## config.mk

```make
export PLATFORM = sky130hd
export DESIGN_NAME = adc_seq_ctrl
export DESIGN_NICKNAME = d
export VERILOG_FILES = /design/src/rtl/adc_seq_pkg.sv /design/src/rtl/adc_pin_track.sv /design/src/rtl/adc_ctl_regs.sv /design/src/rtl/adc_seq_fsm.sv /design/src/rtl/adc_result_reg.sv /design/src/rtl/adc_seq_ctrl.sv
export SDC_FILE = /design/constraint.sdc
export NUM_CORES = 1
export LEC_CHECK = 0
export ABC_AREA = 1
export BUFFER_PORTS_ARGS = -buffer_cell sky130_fd_sc_hd__buf_2
export CORE_MARGIN = 2
export CORE_UTILIZATION = 45
export DETAILED_ROUTE_END_ITERATION = 10
export PLACE_DENSITY = 0.82
export SYNTH_ARGS = -nofsm -noshare
export SYNTH_HDL_FRONTEND = slang
export SYNTH_SLANG_ARGS = --single-unit
```

## constraint.sdc

```tcl
create_clock -name clk -period 1.3 [get_ports clk]
set_input_delay 0.26 -clock clk [delete_from_list [all_inputs] [get_ports clk]]
set_output_delay 0.26 -clock clk [all_outputs]
set_load 0.01 [all_outputs]
```

## src/rtl/adc_seq_pkg.sv

```systemverilog
`timescale 1ns/1ps
package adc_seq_pkg;
  typedef enum logic [2:0] {
    ST_IDLE, ST_SAMPLE, ST_CONV, ST_DONE, ST_APD, ST_WAKE, ST_SPD
  } seq_state_e;
endpackage

```

## src/rtl/adc_pin_track.sv

```systemverilog
`timescale 1ns/1ps
// Registered copies of the bus and start pins, used for edge detection.
module adc_pin_track #(
  parameter int               W        = 4,
  parameter logic [W-1:0]     RST_VAL  = '1
) (
  input  logic         clk,
  input  logic         rst_n,
  input  logic [W-1:0] pin,
  output logic [W-1:0] prev
);
  for (genvar i = 0; i < W; i++) begin : g_bit
    always_ff @(posedge clk or negedge rst_n) begin
      if (!rst_n) prev[i] <= RST_VAL[i];
      else        prev[i] <= pin[i];
    end
  end
endmodule

```

## src/rtl/adc_ctl_regs.sv

```systemverilog
`timescale 1ns/1ps
// Mode and format registers.
module adc_ctl_regs #(
  parameter int CFG_W = 2
) (
  input  logic             clk,
  input  logic             rst_n,
  input  logic             wr_stb,
  input  logic             addr,
  input  logic [CFG_W-1:0] cfg_din,
  output logic             sw_mode,
  output logic             eoc_mode,
  output logic             twos_fmt
);
  logic [CFG_W-1:0] mode_q, fmt_q;

  always_ff @(posedge clk or negedge rst_n) begin
    if (!rst_n) begin
      mode_q <= '0;
      fmt_q  <= '0;
    end else if (wr_stb) begin
      if (addr) fmt_q  <= cfg_din;
      else      mode_q <= cfg_din;
    end
  end

  assign sw_mode  = mode_q[0];
  assign eoc_mode = fmt_q[0];
  assign twos_fmt = fmt_q[1];

  logic unused_mode;
  assign unused_mode = ^mode_q[CFG_W-1:1];
endmodule

```

## src/rtl/adc_seq_fsm.sv

```systemverilog
`timescale 1ns/1ps
// Sample / convert / power-down sequencer.
module adc_seq_fsm
  import adc_seq_pkg::*;
#(
  parameter int SAMPLE_CLKS = 6,
  parameter int CONV_CLKS   = 8
) (
  input  logic       clk,
  input  logic       rst_n,
  input  logic       sw_mode,
  input  logic       wr_stb,
  input  logic       rd_rise,
  input  logic       rd_act,
  input  logic       start_fall,
  input  logic       start_rise,
  input  logic       cs_n,
  input  logic       cs_prev,
  output seq_state_e state,
  output logic       load
);
  localparam int MAXC = (CONV_CLKS > SAMPLE_CLKS) ? CONV_CLKS : SAMPLE_CLKS;
  localparam int CW   = $clog2(MAXC + 1);
  localparam logic [CW-1:0] SMP_LAST = CW'(SAMPLE_CLKS - 1);
  localparam logic [CW-1:0] CNV_LAST = CW'(CONV_CLKS - 1);

  seq_state_e    nxt;
  logic [CW-1:0] cnt, cnt_nxt;
  logic          trig;

  always_comb begin
    nxt     = state;
    cnt_nxt = cnt + 1'b1;
    load    = 1'b0;
    trig    = sw_mode ? (wr_stb | rd_rise) : start_fall;
    case (state)
      ST_IDLE: begin
        cnt_nxt = '0;
        if (trig) nxt = ST_SAMPLE;
      end
      ST_SAMPLE: begin
        if (!sw_mode) cnt_nxt = '0;
        if (sw_mode ? (cnt == SMP_LAST) : start_rise) begin
          nxt     = ST_CONV;
          cnt_nxt = '0;
        end
      end
      ST_CONV: begin
        if (cnt == CNV_LAST) begin
          nxt  = ST_DONE;
          load = 1'b1;
        end
      end
      ST_DONE: begin
        cnt_nxt = '0;
        if (rd_rise)     nxt = sw_mode ? ST_SAMPLE : ST_IDLE;
        else if (rd_act) nxt = ST_IDLE;
        else             nxt = ST_APD;
      end
      ST_APD: begin
        cnt_nxt = '0;
        if (trig) nxt = ST_WAKE;
      end
      ST_WAKE: begin
        cnt_nxt = '0;
        nxt     = ST_SAMPLE;
      end
      ST_SPD: begin
        cnt_nxt = '0;
        if (!cs_n && !cs_prev) nxt = ST_IDLE;
      end
      default: begin
        cnt_nxt = '0;
        nxt     = ST_IDLE;
      end
    endcase
    if (state != ST_SPD && cs_n && cs_prev) begin
      nxt     = ST_SPD;
      cnt_nxt = '0;
      load    = 1'b0;
    end
  end

  always_ff @(posedge clk or negedge rst_n) begin
    if (!rst_n) begin
      state <= ST_IDLE;
      cnt   <= '0;
    end else begin
      state <= nxt;
      cnt   <= cnt_nxt;
    end
  end
endmodule

```

## src/rtl/adc_result_reg.sv

```systemverilog
`timescale 1ns/1ps
// Result latch with format selection and gated bus drive.
module adc_result_reg #(
  parameter int DATA_W = 8
) (
  input  logic              clk,
  input  logic              rst_n,
  input  logic              load,
  input  logic              twos_fmt,
  input  logic [DATA_W-1:0] ana_data,
  input  logic              rd_act,
  output logic [DATA_W-1:0] dout,
  output logic              dout_en
);
  localparam int MSB = DATA_W - 1;
  logic [DATA_W-1:0] res_q;

  always_ff @(posedge clk or negedge rst_n) begin
    if (!rst_n)    res_q <= '0;
    else if (load) res_q <= twos_fmt ? {~ana_data[MSB], ana_data[MSB-1:0]} : ana_data;
  end

  assign dout    = rd_act ? res_q : '0;
  assign dout_en = rd_act;
endmodule

```

## src/rtl/adc_seq_ctrl.sv

```systemverilog
`timescale 1ns/1ps
module adc_seq_ctrl
  import adc_seq_pkg::*;
#(
  parameter int DATA_W      = 8,
  parameter int CFG_W       = 2,
  parameter int SAMPLE_CLKS = 6,
  parameter int CONV_CLKS   = 8
) (
  input  logic              clk,
  input  logic              rst_n,
  input  logic              cs_n,
  input  logic              wr_n,
  input  logic              rd_n,
  input  logic              addr,
  input  logic [CFG_W-1:0]  cfg_din,
  input  logic              start_n,
  input  logic [DATA_W-1:0] ana_data,
  output logic              sample_o,
  output logic              eoc,
  output logic              int_n,
  output logic              auto_pd,
  output logic              soft_pd,
  output logic [DATA_W-1:0] dout,
  output logic              dout_en
);
  localparam int NPIN = 4;

  logic [NPIN-1:0] pins, pins_q;
  logic            wr_q, rd_q, st_q, cs_q;
  logic            wr_stb, rd_rise, rd_act, start_fall, start_rise;
  logic            sw_mode, eoc_mode, twos_fmt, load;
  seq_state_e      state;

  assign pins = {cs_n, start_n, rd_n, wr_n};

  adc_pin_track #(.W(NPIN), .RST_VAL(4'b0111)) u_track (
    .clk(clk), .rst_n(rst_n), .pin(pins), .prev(pins_q)
  );
  assign {cs_q, st_q, rd_q, wr_q} = pins_q;

  assign wr_stb     = wr_n & ~wr_q & ~cs_n;
  assign rd_rise    = rd_n & ~rd_q & ~cs_n;
  assign rd_act     = ~rd_n & ~cs_n;
  assign start_fall = ~start_n & st_q;
  assign start_rise = start_n & ~st_q;

  adc_ctl_regs #(.CFG_W(CFG_W)) u_regs (
    .clk(clk), .rst_n(rst_n), .wr_stb(wr_stb), .addr(addr), .cfg_din(cfg_din),
    .sw_mode(sw_mode), .eoc_mode(eoc_mode), .twos_fmt(twos_fmt)
  );

  adc_seq_fsm #(.SAMPLE_CLKS(SAMPLE_CLKS), .CONV_CLKS(CONV_CLKS)) u_fsm (
    .clk(clk), .rst_n(rst_n), .sw_mode(sw_mode), .wr_stb(wr_stb),
    .rd_rise(rd_rise), .rd_act(rd_act), .start_fall(start_fall),
    .start_rise(start_rise), .cs_n(cs_n), .cs_prev(cs_q),
    .state(state), .load(load)
  );

  adc_result_reg #(.DATA_W(DATA_W)) u_res (
    .clk(clk), .rst_n(rst_n), .load(load), .twos_fmt(twos_fmt),
    .ana_data(ana_data), .rd_act(rd_act), .dout(dout), .dout_en(dout_en)
  );

  assign sample_o = (state == ST_SAMPLE);
  assign eoc      = !(eoc_mode && state == ST_CONV);
  assign int_n    = !(!eoc_mode && state == ST_DONE);
  assign auto_pd  = (state == ST_APD);
  assign soft_pd  = (state == ST_SPD);
endmodule

```

== Word-level counts from Yosys, hierarchy flattened ==
Index checks and enable logic that the tools add are counted.

* Register bits after elaboration: 22
* Logic and storage cells: 75
* Output and inout bits: 14

* Mux-type cells: 21
* Bitwise gates (word level): 16
* Eq/ne operators: 14
* Reduce and logical (&&, ||, !) cells: 14
* $add $sub $neg: 1

{| class="wikitable"
|+ Operators with widths
! cell !! number
|-
| $mux W3 || 8
|-
| $pmux W3 S7 || 1
|-
| $mux W8 || 2
|-
| $ne A3 B1 Y1 const B || 5
|-
| $mux W4 || 3
|-
| $eq A3 B3 Y1 const B || 3
|-
| $eq A4 B3 Y1 const B || 2
|-
| $not A1 Y1 || 8
|-
| $pmux W4 S2 || 1
|-
| $and A1 B1 Y1 || 7
|-
| $eq A3 B2 Y1 const B || 2
|-
| $mux W1 || 6
|-
| $logic_and A1 B1 Y1 || 5
|-
| $logic_not A1 Y1 || 5
|-
| $reduce_and A5 Y1 || 1
|-
| $add A4 B1 Y4 const B || 1
|-
| $reduce_and A2 Y1 || 2
|-
| $eq A3 B1 Y1 const B || 1
|-
| $logic_not A3 Y1 || 1
|-
| $ne A3 B3 Y1 const B || 1
|-
| $or A1 B1 Y1 || 1
|}

== Logic depth before layout (Yosys ltp) ==
Gate-level depths: netlist of the first run.

* Depth in word-level cells: 8
* Gate-level depth with buffers: 13
* Depth with buffers taken out: 13

== Cells and area by module ==
From an unflattened synthesis of the first run, not the netlist that was laid out.

* Cells, all modules: 172
* Area total of the unflattened synthesis: 1227.4 µm²

{| class="wikitable"
|+ Modules (own cells, without submodules)
! module !! cells an instance !! area each (µm²) !! times used !! seq. area each (µm²)
|-
| adc_seq_fsm || 70 || 504.2 || 1 || 175.2
|-
| adc_result_reg || 56 || 394.1 || 1 || 200.2
|-
| adc_ctl_regs || 15 || 123.9 || 1 || 75.1
|-
| adc_pin_track || 4 || 103.8 || 1 || 103.8
|-
| adc_seq_ctrl || 27 || 101.3 || 1 || 0.0
|}

== Worst setup path after synthesis of the first run ==
Ideal clock, no wire load.

* Path type: reg-to-reg
* From: reg u_fsm.state[2]
* To: reg u_fsm.state[1]
* Setup time: 117 ps
* Period minus slack after synthesis: 1330 ps
* Data arrival time: 1213 ps
* Path buffers: 0
* Setup slack: -30 ps
* Stages on the path, launching flop included: 9
* Cell sequence: dfrtp_1 nor3_2 nand3_1 nand2_1 inv_1 nand2_1 nand2_2 nand3_1 nand2_1

* Elaborated cells on any way between the ends: 18
* Those cells by class: 12 x eq/ne; 2 x mux; 4 x reduce/logical

{| class="wikitable"
|+ RTL lines
! what !! line !! source
|-
| start, declared || adc_seq_fsm.sv:19 || <nowiki>output seq_state_e state,</nowiki>
|-
| start signal, assigned || adc_seq_fsm.sv:89 || <nowiki>state <= nxt;</nowiki>
|-
| $eq A3 B1 Y1 * || -- ||
|-
| via sample_o || adc_seq_ctrl.sv:19 || <nowiki>output logic sample_o,</nowiki>
|-
| $pmux W3 S7 / $ne A3 B1 Y1 (equally long branches) || -- ||
|-
| $mux W3 / $reduce_and A5 Y1 (equally long branches) || -- ||
|}

The timed path passes the listed nets; every way through them passes the cells marked *.
A chain may end at the register's enable or synchronous reset.

== Worst setup path in the final report of the first run ==
* From: reg u_fsm.state[0]
* To: out eoc

* Word-level cells in the longest chain between the ends: 3

{| class="wikitable"
|+ RTL lines
! what !! line !! source
|-
| $eq A3 B2 Y1 || adc_seq_ctrl.sv:66 || <nowiki>assign eoc = !(eoc_mode && state == ST_CONV);</nowiki>
|-
| $logic_and A1 B1 Y1 || adc_seq_ctrl.sv:66 ||
|-
| $logic_not A1 Y1 || adc_seq_ctrl.sv:66 ||
|-
| end, declared || adc_seq_ctrl.sv:20 || <nowiki>output logic eoc,</nowiki>
|}

Every way passes these cells.

==> metrics.txt, run 1 <==
Max Buffers Root-to-Sink 2; fmax 0.622 GHz; RD Place Congestion 0.850; # setup viols final 20; ys async rst share 1.00; slew margin rel. 0.657; number of synthesized register bits 22; Hold Path End u_track.prev[2]; list of most frequent post-synthesis cells nand2_1 (29), inv_1 (23), dfrtp_1 (19); CP Max Fanout 3; H-tree lvl count 1; Placed Cells 208; die height 53.8 microns; global routing's busiest layer met2; Antenna diodes 0; Final Util 0.679; M2 GR Usage 0.384; setup slack, reg-to-reg -0.26 ns; leading area contributor after synthesis dfrtp_1; dpl ws -0.0965 ns; Mapped Avg Cell Area 8.04 sq um; Syn. warnings 0; initial core utilization 0.464; Tightest Pin Transition 0.514 ns; sequential element share of the synthesized area 0.496; vias 1180; clock skew 0.00148 ns; final max-slew violation count 0; Routed WL per cell 15.1 microns; largest family of logic cells by synthesized area simple AND/OR/NAND/NOR gates; status complete, but fails checks; Netlist cell types 24; final worst path period share 1.24; CTS clk-pin slew, worst paths 0.12 ns; Finished Layout Cells 223; core area 2410 sq um; overall routing resource usage 0.229; met1 usage 0.296; reg2reg path depth 10; Post-synth EDFFs 0; initial antenna violation count 0; die area 2900 sq um; Synth Net Count 158; largest cells by area after synthesis dfrtp_1 (43%), nand2_1 (9.7%), inv_1 (7.7%); HP Class input pin to flop; # clock sinks 22; Leak Pwr 0.000868 uW; PwrDens 1610 nW/um^2; Post-Synth Adder-Cell Area 0.0224; largest net degree at the start of global routing 23; CTS Buf Count 3; Compound-Gate Fraction of Synth Area 0.0739; Final nets 213; ys flop type dfrtp_1; startpoint types flop; DRC viols 0; hold path start start_n; final wirelength 3370 microns; Mapped Area 1120 sq um; Critical Path AT 1.35 ns; Worst Hold Path Cells 1; Routed Antenna Nets 0; Setup crit end kind output port; drt pass-1 iters 4; Die Wd 53.8 microns; Worst R2R End u_fsm.state[1]; count leader, synth nand2_1; root buffer cell clkbuf_4; dpl cell area 1380 sq um; Syn-to-layout area delta 46.5%; final instance area 1640 sq um; Max-Cap Viols 0; post-synth top area share 0.426; first-pass GRT wire length 4730 microns; Final WS setup -0.307 ns; crit path time final 1.61 ns; filler instances 171; share of cells above drive strength 1 0.451; RSZ-0062 raised after global routing yes; vias in the first global route 1035; total global routing overflow 0; cells after synthesis 139; DP HPWL 2020 microns; worst r2r src u_fsm.state[0]; Critical Path RT 1.04 ns; Synth Area in XOR/XNOR 0.0235; post-synthesis simple-gate area fraction 0.272; cell row count 18; GR Util met3 0.0389; Crit Path Category flop to output port; # IOs 31; number of hold violations in the final report 0; VDD IR max 1.37 mV; Port Buffer Count 30; Via density 5.29; violated checks setup timing; Clock Latency Late Sink 0.30 ns; Initial DRC Count 53; portion of netlist area occupied by mux cells 0.0101; CTS tree yes
-- cell type report --
class	instances	area, sq um	area share
repair buffers	49	338	0.206
inverters	27	110	0.0673
flip-flops and latches	22	558	0.341
clock buffers	4	36.3	0.0222
multi-input cells	89	548	0.335
repair inverters	2	8.76	0.00535
well taps	30	37.5	0.0229
-- flip-flops by register name, summed over array words and instances, names as in the netlist --
| register | count |
|---|---|
| u_res.res_q | 8 |
| u_regs.fmt_q | 2 |
| u_regs.mode_q | 1 |
| u_fsm.cnt | 4 |
| u_track.prev | 4 |
| u_fsm.state | 3 |
-- stage by stage --
step	power (uW)	hold slack, ns	TNS (ns)
after CTS	2320	0.0463	-1.34
after detailed placement	1690	0.249	-0.783
after floorplan	1380	-0.0356	0
final	2640	0.0509	-3.07
after global routing	2790	0.0281	-4.34
after global placement	1650	0.243	-0.116
-- cells in the final DEF, fill, tap and decap left out, types with 2 or more instances in the layout --
cell | Yosys | routed
nor2_1 | 15 | 13
inv_2 | 2 | 5
nor3_2 | 2 | 4
buf_2 | 0 | 27
nor3_4 | 0 | 3
buf_6 | 1 | 6
buf_4 | 0 | 14
nand2_2 | 1 | 3
inv_1 | 23 | 20
nand4_1 | 2 | 2
o21ai_0 | 12 | 11
dfstp_2 | 3 | 3
xnor2_1 | 2 | 2
dfrtp_2 | 0 | 3
clkbuf_4 | 0 | 3
ha_2 | 0 | 2
clkinv_2 | 1 | 2
nand2_1 | 29 | 27
a31oi_1 | 2 | 2
nand3_2 | 0 | 2
dfrtp_1 | 19 | 16
nand3_1 | 11 | 8
-- logic make-up (layout without fill, tap and decap cells) --
family,after synthesis,after routing
AND/OR/NAND/NOR,67,67
multiplexers,1,1
buffers and inverters,28,82
adder cells (fa/ha/maj),2,2
AO/OA/AOI/OAI,16,16
flip-flops,22,22
XOR/XNOR,3,3
-- worst max-delay path, cell delays in order (launching register included) --
cell and delay (ns):
dfrtp_2 0.46, buf_12 0.14, nor3_4 0.18, nand2_1 0.11, buf_2 0.15
-- metal layers --
metal  routed length (microns)  share of wire
met3                       201          0.060
met5                         0              0
met2                      1790           0.53
met4                       110          0.033
met1                      1270           0.38
-- worst max path at each step --
stage | slack, ns | endpoint | cells after the start | start
final | -0.31 | eoc | 4 | u_fsm.state[0]
after global routing | -0.36 | eoc | 4 | u_fsm.state[0]
after CTS | -0.23 | int_n | 4 | u_fsm.state[1]
after detailed placement | -0.1 | u_fsm.state[1] | 13 | u_fsm.cnt[1]
after global placement | -0.03 | dout[7] | 5 | cs_n
after floorplan | 0.03 | u_fsm.state[1] | 8 | u_fsm.state[2]
-- power by group --
group | internal [uW] | total [uW] | switching [uW]
Combinational | 612 | 1320 | 706
Sequential | 787 | 941 | 154
Clock | 171 | 380 | 209
Total | 1570 | 2640 | 1070
-- timing repair --
item | CTS | global route
hold buffers | 1 | 0
gates cloned | 1 | 1
gates resized for setup | 24 | 13
hold endpoints to repair | 19 | 0
buffers inserted | 4 | 4
pin swaps | 2 | 6
setup endpoints to repair | 27 | 22
(Power assumes the default switching activity.)
==> run 2: changes to the inputs <==
--- a/config.mk
+++ b/config.mk
@@ -8,9 +8,9 @@
 export ABC_AREA = 1
 export BUFFER_PORTS_ARGS = -buffer_cell sky130_fd_sc_hd__buf_2
 export CORE_MARGIN = 2
-export CORE_UTILIZATION = 45
+export CORE_UTILIZATION = 50
 export DETAILED_ROUTE_END_ITERATION = 10
-export PLACE_DENSITY = 0.82
+export PLACE_DENSITY = 0.86
 export SYNTH_ARGS = -nofsm -noshare
 export SYNTH_HDL_FRONTEND = slang
 export SYNTH_SLANG_ARGS = --single-unit
==> constraint.sdc (replaced) <==
create_clock -name clk -period 1.7 [get_ports clk]
set_input_delay 0.34 -clock clk [delete_from_list [all_inputs] [get_ports clk]]
set_output_delay 0.34 -clock clk [all_outputs]
set_load 0.01 [all_outputs]
==> metrics.txt, run 2 (same netlist as run 1, synthesis figures left out) <==
vias 1025; setup slack, reg-to-reg 0.27 ns; overall routing resource usage 0.206; final wirelength 2460 microns; worst path bufs/invs 2; Antenna diodes 0; core area 2170 sq um; area taken by multi-input logic gates 460 sq um; CTS clk-pin slew, worst paths 0.12 ns; crit-path leading delay family flip-flops; Max-Cap Viols 0; Clock Latency Late Sink 0.31 ns; RD Place Congestion 0.897; initial antenna violation count 0; sequential share of power 0.448; Clock power frac 0.189; Pint 954 uW; commonest non-fill, non-tap cells in the layout buf_2 (30), nand2_1 (29), inv_1 (23), dfrtp_1 (17), nor2_1 (15); root buffer cell clkbuf_4; Leak Pwr 0.000749 uW; Tightest Pin Transition 0.558 ns; Initial DRC Count 9; # setup viols final 0; Sw Share 0.389; drt pass-1 iters 4; final max-slew violation count 0; slew margin rel. 0.624; cell row count 17; register area 557 sq um; first-pass GRT wire length 4040 microns; status finished, final reports clean; crit path time final 1.65 ns; Via density 5.07; H-tree lvl count 1; filler instances 194; critical path's slowest cell dfrtp_2; initial core utilization 0.515; PwrDens 1150 nW/um^2; Max stage delay on crit path 0.46 ns; DP HPWL 1860 microns; most flop-heavy register u_res.res_q; hold_ws 0.121 ns; VDD IR max 0.739 mV; DRC viols 0; number of hold violations in the final report 0; startpoint types flop; RSZ-0062 raised after global routing yes; Syn-to-layout area delta 21.8%; dpl cell area 1290 sq um; die area 2630 sq um; final worst path period share 0.969; final instance area 1360 sq um; CTS Buf Count 3; share of cells above drive strength 1 0.282; Critical Path RT 1.36 ns; flip-flop count of the largest register after layout 8; Largest regs u_res.res_q: 8 flops, u_fsm.cnt: 4 flops, u_track.prev: 4 flops; Max Buffers Root-to-Sink 2; CP cell instances inv_4, nor3_4, nand2_1, buf_2; Critical Path AT 1.31 ns; Crit Path Category flop to output port; clock skew 0.00242 ns; Final nets 194; commonest non-fill, non-tap cell in the layout buf_2; total global routing overflow 0; fmax 0.607 GHz; Setup crit end kind output port; vias in the first global route 1006; HP Class input pin to flop; Psw 607 uW; CP Max Fanout 6; Logic pwr share 0.363; Die Wd 51.3 microns; Routed WL per cell 12.2 microns; die height 51.3 microns; CTS tree yes; Routed Antenna Nets 0; Port Buffer Count 30; # clock sinks 22; # IOs 31; largest net degree at the start of global routing 23
[run 2: cell count changes in the layout (fill, tap and decap cells not counted), sizes merged]
| cell | delta |
|---|---|
| clkinv | -1 |
| inv | -1 |
| buf | -17 |
[run 2: what timing repair did]
| item | 4_1_cts | 5_1_grt |
|---|---|---|
| pin swaps | 0 | 2 |
| cloned | 0 | 0 |
| setup buffers | 0 | 1 |
| endpoints found under the setup margin | 1 | 3 |
| hold buffers | 1 | 0 |
| gates resized for setup | 2 | 3 |
| endpoints found under the hold margin | 19 | 0 |
[run 2: cell type report]
type	instances	share of cell area
well taps	28	0.0257
flip-flops and latches	22	0.409
inverters	27	0.0772
clock buffers	4	0.0267
multi-input cells	89	0.338
repair buffers	32	0.123
[run 2: path summary, 6_finish.rpt]
check,from,cells past startpoint,end
worst max-delay path,u_fsm.state[1],4,eoc
worst min-delay path,wr_n,1,u_track.prev[0]
worst max register to register,u_fsm.state[1],10,u_fsm.state[2]
worst min register to register,u_fsm.cnt[0],1,u_fsm.cnt[0]
max in group asynchronous,rst_n,2,u_track.prev[2]
min in group asynchronous,rst_n,2,u_res.res_q[3]
[run 2: power groups by stage]
stage / clock network (uW) / logic (uW) / registers (uW)
after CTS: 298 / 534 / 691
after global routing: 321 / 639 / 710
after global placement: 0 / 490 / 685
after detailed placement: 0 / 521 / 691
final: 295 / 567 / 699
after floorplan: 0 / 368 / 671
[run 2: layer usage]
layer	GRT usage	routed length [microns]	up-vias
met4	0.114	74	0
met2	0.359	1260	23
li1	-	-	505
met1	0.230	1050	486
met5	0	0	-
met3	0.0468	81	11
[run 2: per-stage QoR]
| stage | TNS (ns) | power (uW) | instances | utilization | worst slack, ns |
|---|---|---|---|---|---|
| 2_1_floorplan | 0 | 1040 | 139 | - | 0.359 |
| 4_1_cts | 0 | 1520 | 201 | 0.620 | 0.0256 |
| 5_1_grt | -0.0143 | 1670 | 202 | 0.627 | -0.0143 |
| 3_5_place_dp | 0 | 1210 | 196 | 0.595 | 0.207 |
| 3_3_place_gp | 0 | 1180 | 196 | 0.595 | 0.265 |
| 6_report | 0 | 1560 | 202 | 0.627 | 0.0532 |
==> run 3: changes to the inputs <==
--- a/config.mk
+++ b/config.mk
@@ -8,9 +8,10 @@
 export ABC_AREA = 1
 export BUFFER_PORTS_ARGS = -buffer_cell sky130_fd_sc_hd__buf_2
 export CORE_MARGIN = 2
-export CORE_UTILIZATION = 50
+export CORE_UTILIZATION = 52
 export DETAILED_ROUTE_END_ITERATION = 10
-export PLACE_DENSITY = 0.86
+export PLACE_DENSITY = 0.87
 export SYNTH_ARGS = -nofsm -noshare
 export SYNTH_HDL_FRONTEND = slang
+export SYNTH_HIERARCHICAL = 1
 export SYNTH_SLANG_ARGS = --single-unit
==> metrics.txt, run 3 <==
H-tree lvl count 1; core area 2210 sq um; overall routing resource usage 0.216; status finished, final reports clean; # setup viols final 0; vias in the first global route 1042; Clock power frac 0.218; die area 2770 sq um; CP Max Fanout 7; final max-slew violation count 0; CTS clk-pin slew, worst paths 0.11 ns; share of cells above drive strength 1 0.259; Antenna diodes 0; Syn-to-layout area delta 22.8%; RSZ-0062 raised after global routing no; Logic pwr share 0.408; Sw Share 0.373; ys flop type dfrtp_1; final wirelength 2620 microns; list of most frequent post-synthesis cells nand2_1 (66), inv_1 (23), nor2_1 (22); sequential element share of the synthesized area 0.452; # IOs 31; die height 52.6 microns; fmax 0.632 GHz; Mapped Avg Cell Area 7.14 sq um; Post-synth EDFFs 0; Synth Net Count 191; Tightest Pin Transition 0.479 ns; flip-flop count of the largest register after layout 8; Critical Path AT 1.24 ns; number of hold violations in the final report 0; startpoint types flop; Setup crit end kind output port; cells after synthesis 172; root buffer cell clkbuf_4; number of synthesized register bits 22; clock skew 0.00381 ns; Routed WL per cell 10.9 microns; commonest non-fill, non-tap cells in the layout nand2_1 (66), buf_2 (30), nor2_1 (22), inv_1 (22), dfrtp_1 (19); Pint 1120 uW; slew margin rel. 0.677; sequential share of power 0.374; final worst path period share 0.930; leading area contributor after synthesis dfrtp_1; VDD IR max 1.45 mV; filler instances 212; Final nets 232; RD Place Congestion 0.897; largest cells by area after synthesis dfrtp_1 (39%), nand2_1 (20%), inv_1 (7.0%); vias 1182; # clock sinks 22; Critical Path RT 1.36 ns; CTS Buf Count 3; Mapped Area 1230 sq um; HP Class input pin to flop; Via density 4.93; Initial DRC Count 57; initial antenna violation count 0; DP HPWL 1900 microns; Crit Path Category flop to output port; Syn. warnings 6; hold_ws 0.127 ns; Psw 668 uW; DRC viols 0; cell row count 17; Clock Latency Late Sink 0.31 ns; Die Wd 52.6 microns; largest net degree at the start of global routing 23; most flop-heavy register u_res/res_q; Leak Pwr 0.000889 uW; Port Buffer Count 30; first-pass GRT wire length 4270 microns; Max-Cap Viols 0; Largest regs u_res/res_q: 8 flops, u_fsm/cnt: 4 flops, u_track/prev: 4 flops; ys async rst share 1.00; drt pass-1 iters 4; total global routing overflow 0; count leader, synth nand2_1; initial core utilization 0.555; Netlist cell types 22; PwrDens 1190 nW/um^2; CTS tree yes; commonest non-fill, non-tap cell in the layout nand2_1; Max Buffers Root-to-Sink 2; crit path time final 1.58 ns; Routed Antenna Nets 0; setup TNS 0 ns; post-synth top area share 0.387
## run 3: critical path, stage by stage, from the launching register on
cell and delay [ns]:
dfrtp_1 0.42, buf_4 0.17, inv_1 0.08, nand2_1 0.06, nor2_1 0.08, buf_2 0.13
## run 3: power groups by stage
stage               clock, uW  sequential [uW]  combinational [uW]
CTS                       409              669                 697
finish                    390              670                 731
global placement            0              678                 662
detailed placement          0              677                 690
floorplan                   0              703                 428
global route              431              676                 815
## run 3: logic make-up (layout without fill, tap and decap cells)
kind of cell             Yosys count  after routing  synth area share
AO/OA/AOI/OAI                      1              1           0.00407
XOR/XNOR                           1              1           0.00714
adder cells (fa/ha/maj)            2              2            0.0204
buffers and inverters             31             71             0.115
flip-flops                        22             22             0.452
AND/OR/NAND/NOR                  115            115             0.402
## run 3: timing repair
| item | 4_1_cts | 5_1_grt |
|---|---|---|
| endpoints found under the setup margin | 0 | 3 |
| gates resized for setup | 0 | 1 |
| setup buffers | 0 | 1 |
| hold endpoints to repair | 19 | 0 |
| hold buffers | 1 | 0 |
## run 3: final cells by class
| class | instances | area, sq um | share of cell area |
|---|---|---|---|
| tap | 28 | 35.0 | 0.0232 |
| clock buffer | 3 | 22.5 | 0.0149 |
| inverter | 27 | 106 | 0.0705 |
| sequential | 22 | 554 | 0.368 |
| timing repair buffer | 40 | 228 | 0.151 |
| clock inverter | 1 | 30.0 | 0.0199 |
| multi-input combinational | 119 | 532 | 0.353 |
## run 3: through the flow
stage / util / instances / setup WS [ns] / cell area (sq um) / power [uW]
after floorplan: - / 172 / 0.195 / 1230 / 1130
final: 0.682 / 240 / 0.118 / 1510 / 1790
after global routing: 0.682 / 240 / 0.0360 / 1510 / 1920
after detailed placement: 0.650 / 234 / 0.165 / 1440 / 1370
after CTS: 0.678 / 239 / 0.0678 / 1500 / 1780
after global placement: 0.650 / 234 / 0.212 / 1440 / 1340
## run 3: routing by layer
| metal | share of wire | vias to the layer above | global-route usage | wire length [microns] |
|---|---|---|---|---|
| li1 | - | 600 | - | - |
| met3 | 0.070 | 8 | 0.0514 | 182 |
| met5 | 0 | - | 0 | 0 |
| met4 | 0.017 | 0 | 0.0769 | 44 |
| met2 | 0.47 | 56 | 0.392 | 1230 |
| met1 | 0.44 | 518 | 0.245 | 1160 |
## run 3: final timing paths
path                                     start         endpoint  slack (ns)  cells after the start
worst min register to register  u_res/res_q[6]   u_res/res_q[6]        0.48                      2
max in group asynchronous                rst_n  u_track/prev[1]        0.82                      2
worst min-delay path                      wr_n  u_track/prev[0]        0.13                      1
worst max-delay path            u_fsm/state[2]         sample_o        0.12                      5
worst max register to register  u_fsm/state[1]   u_res/res_q[0]        0.15                      9
min in group asynchronous                rst_n  u_regs/fmt_q[1]        0.53                      2
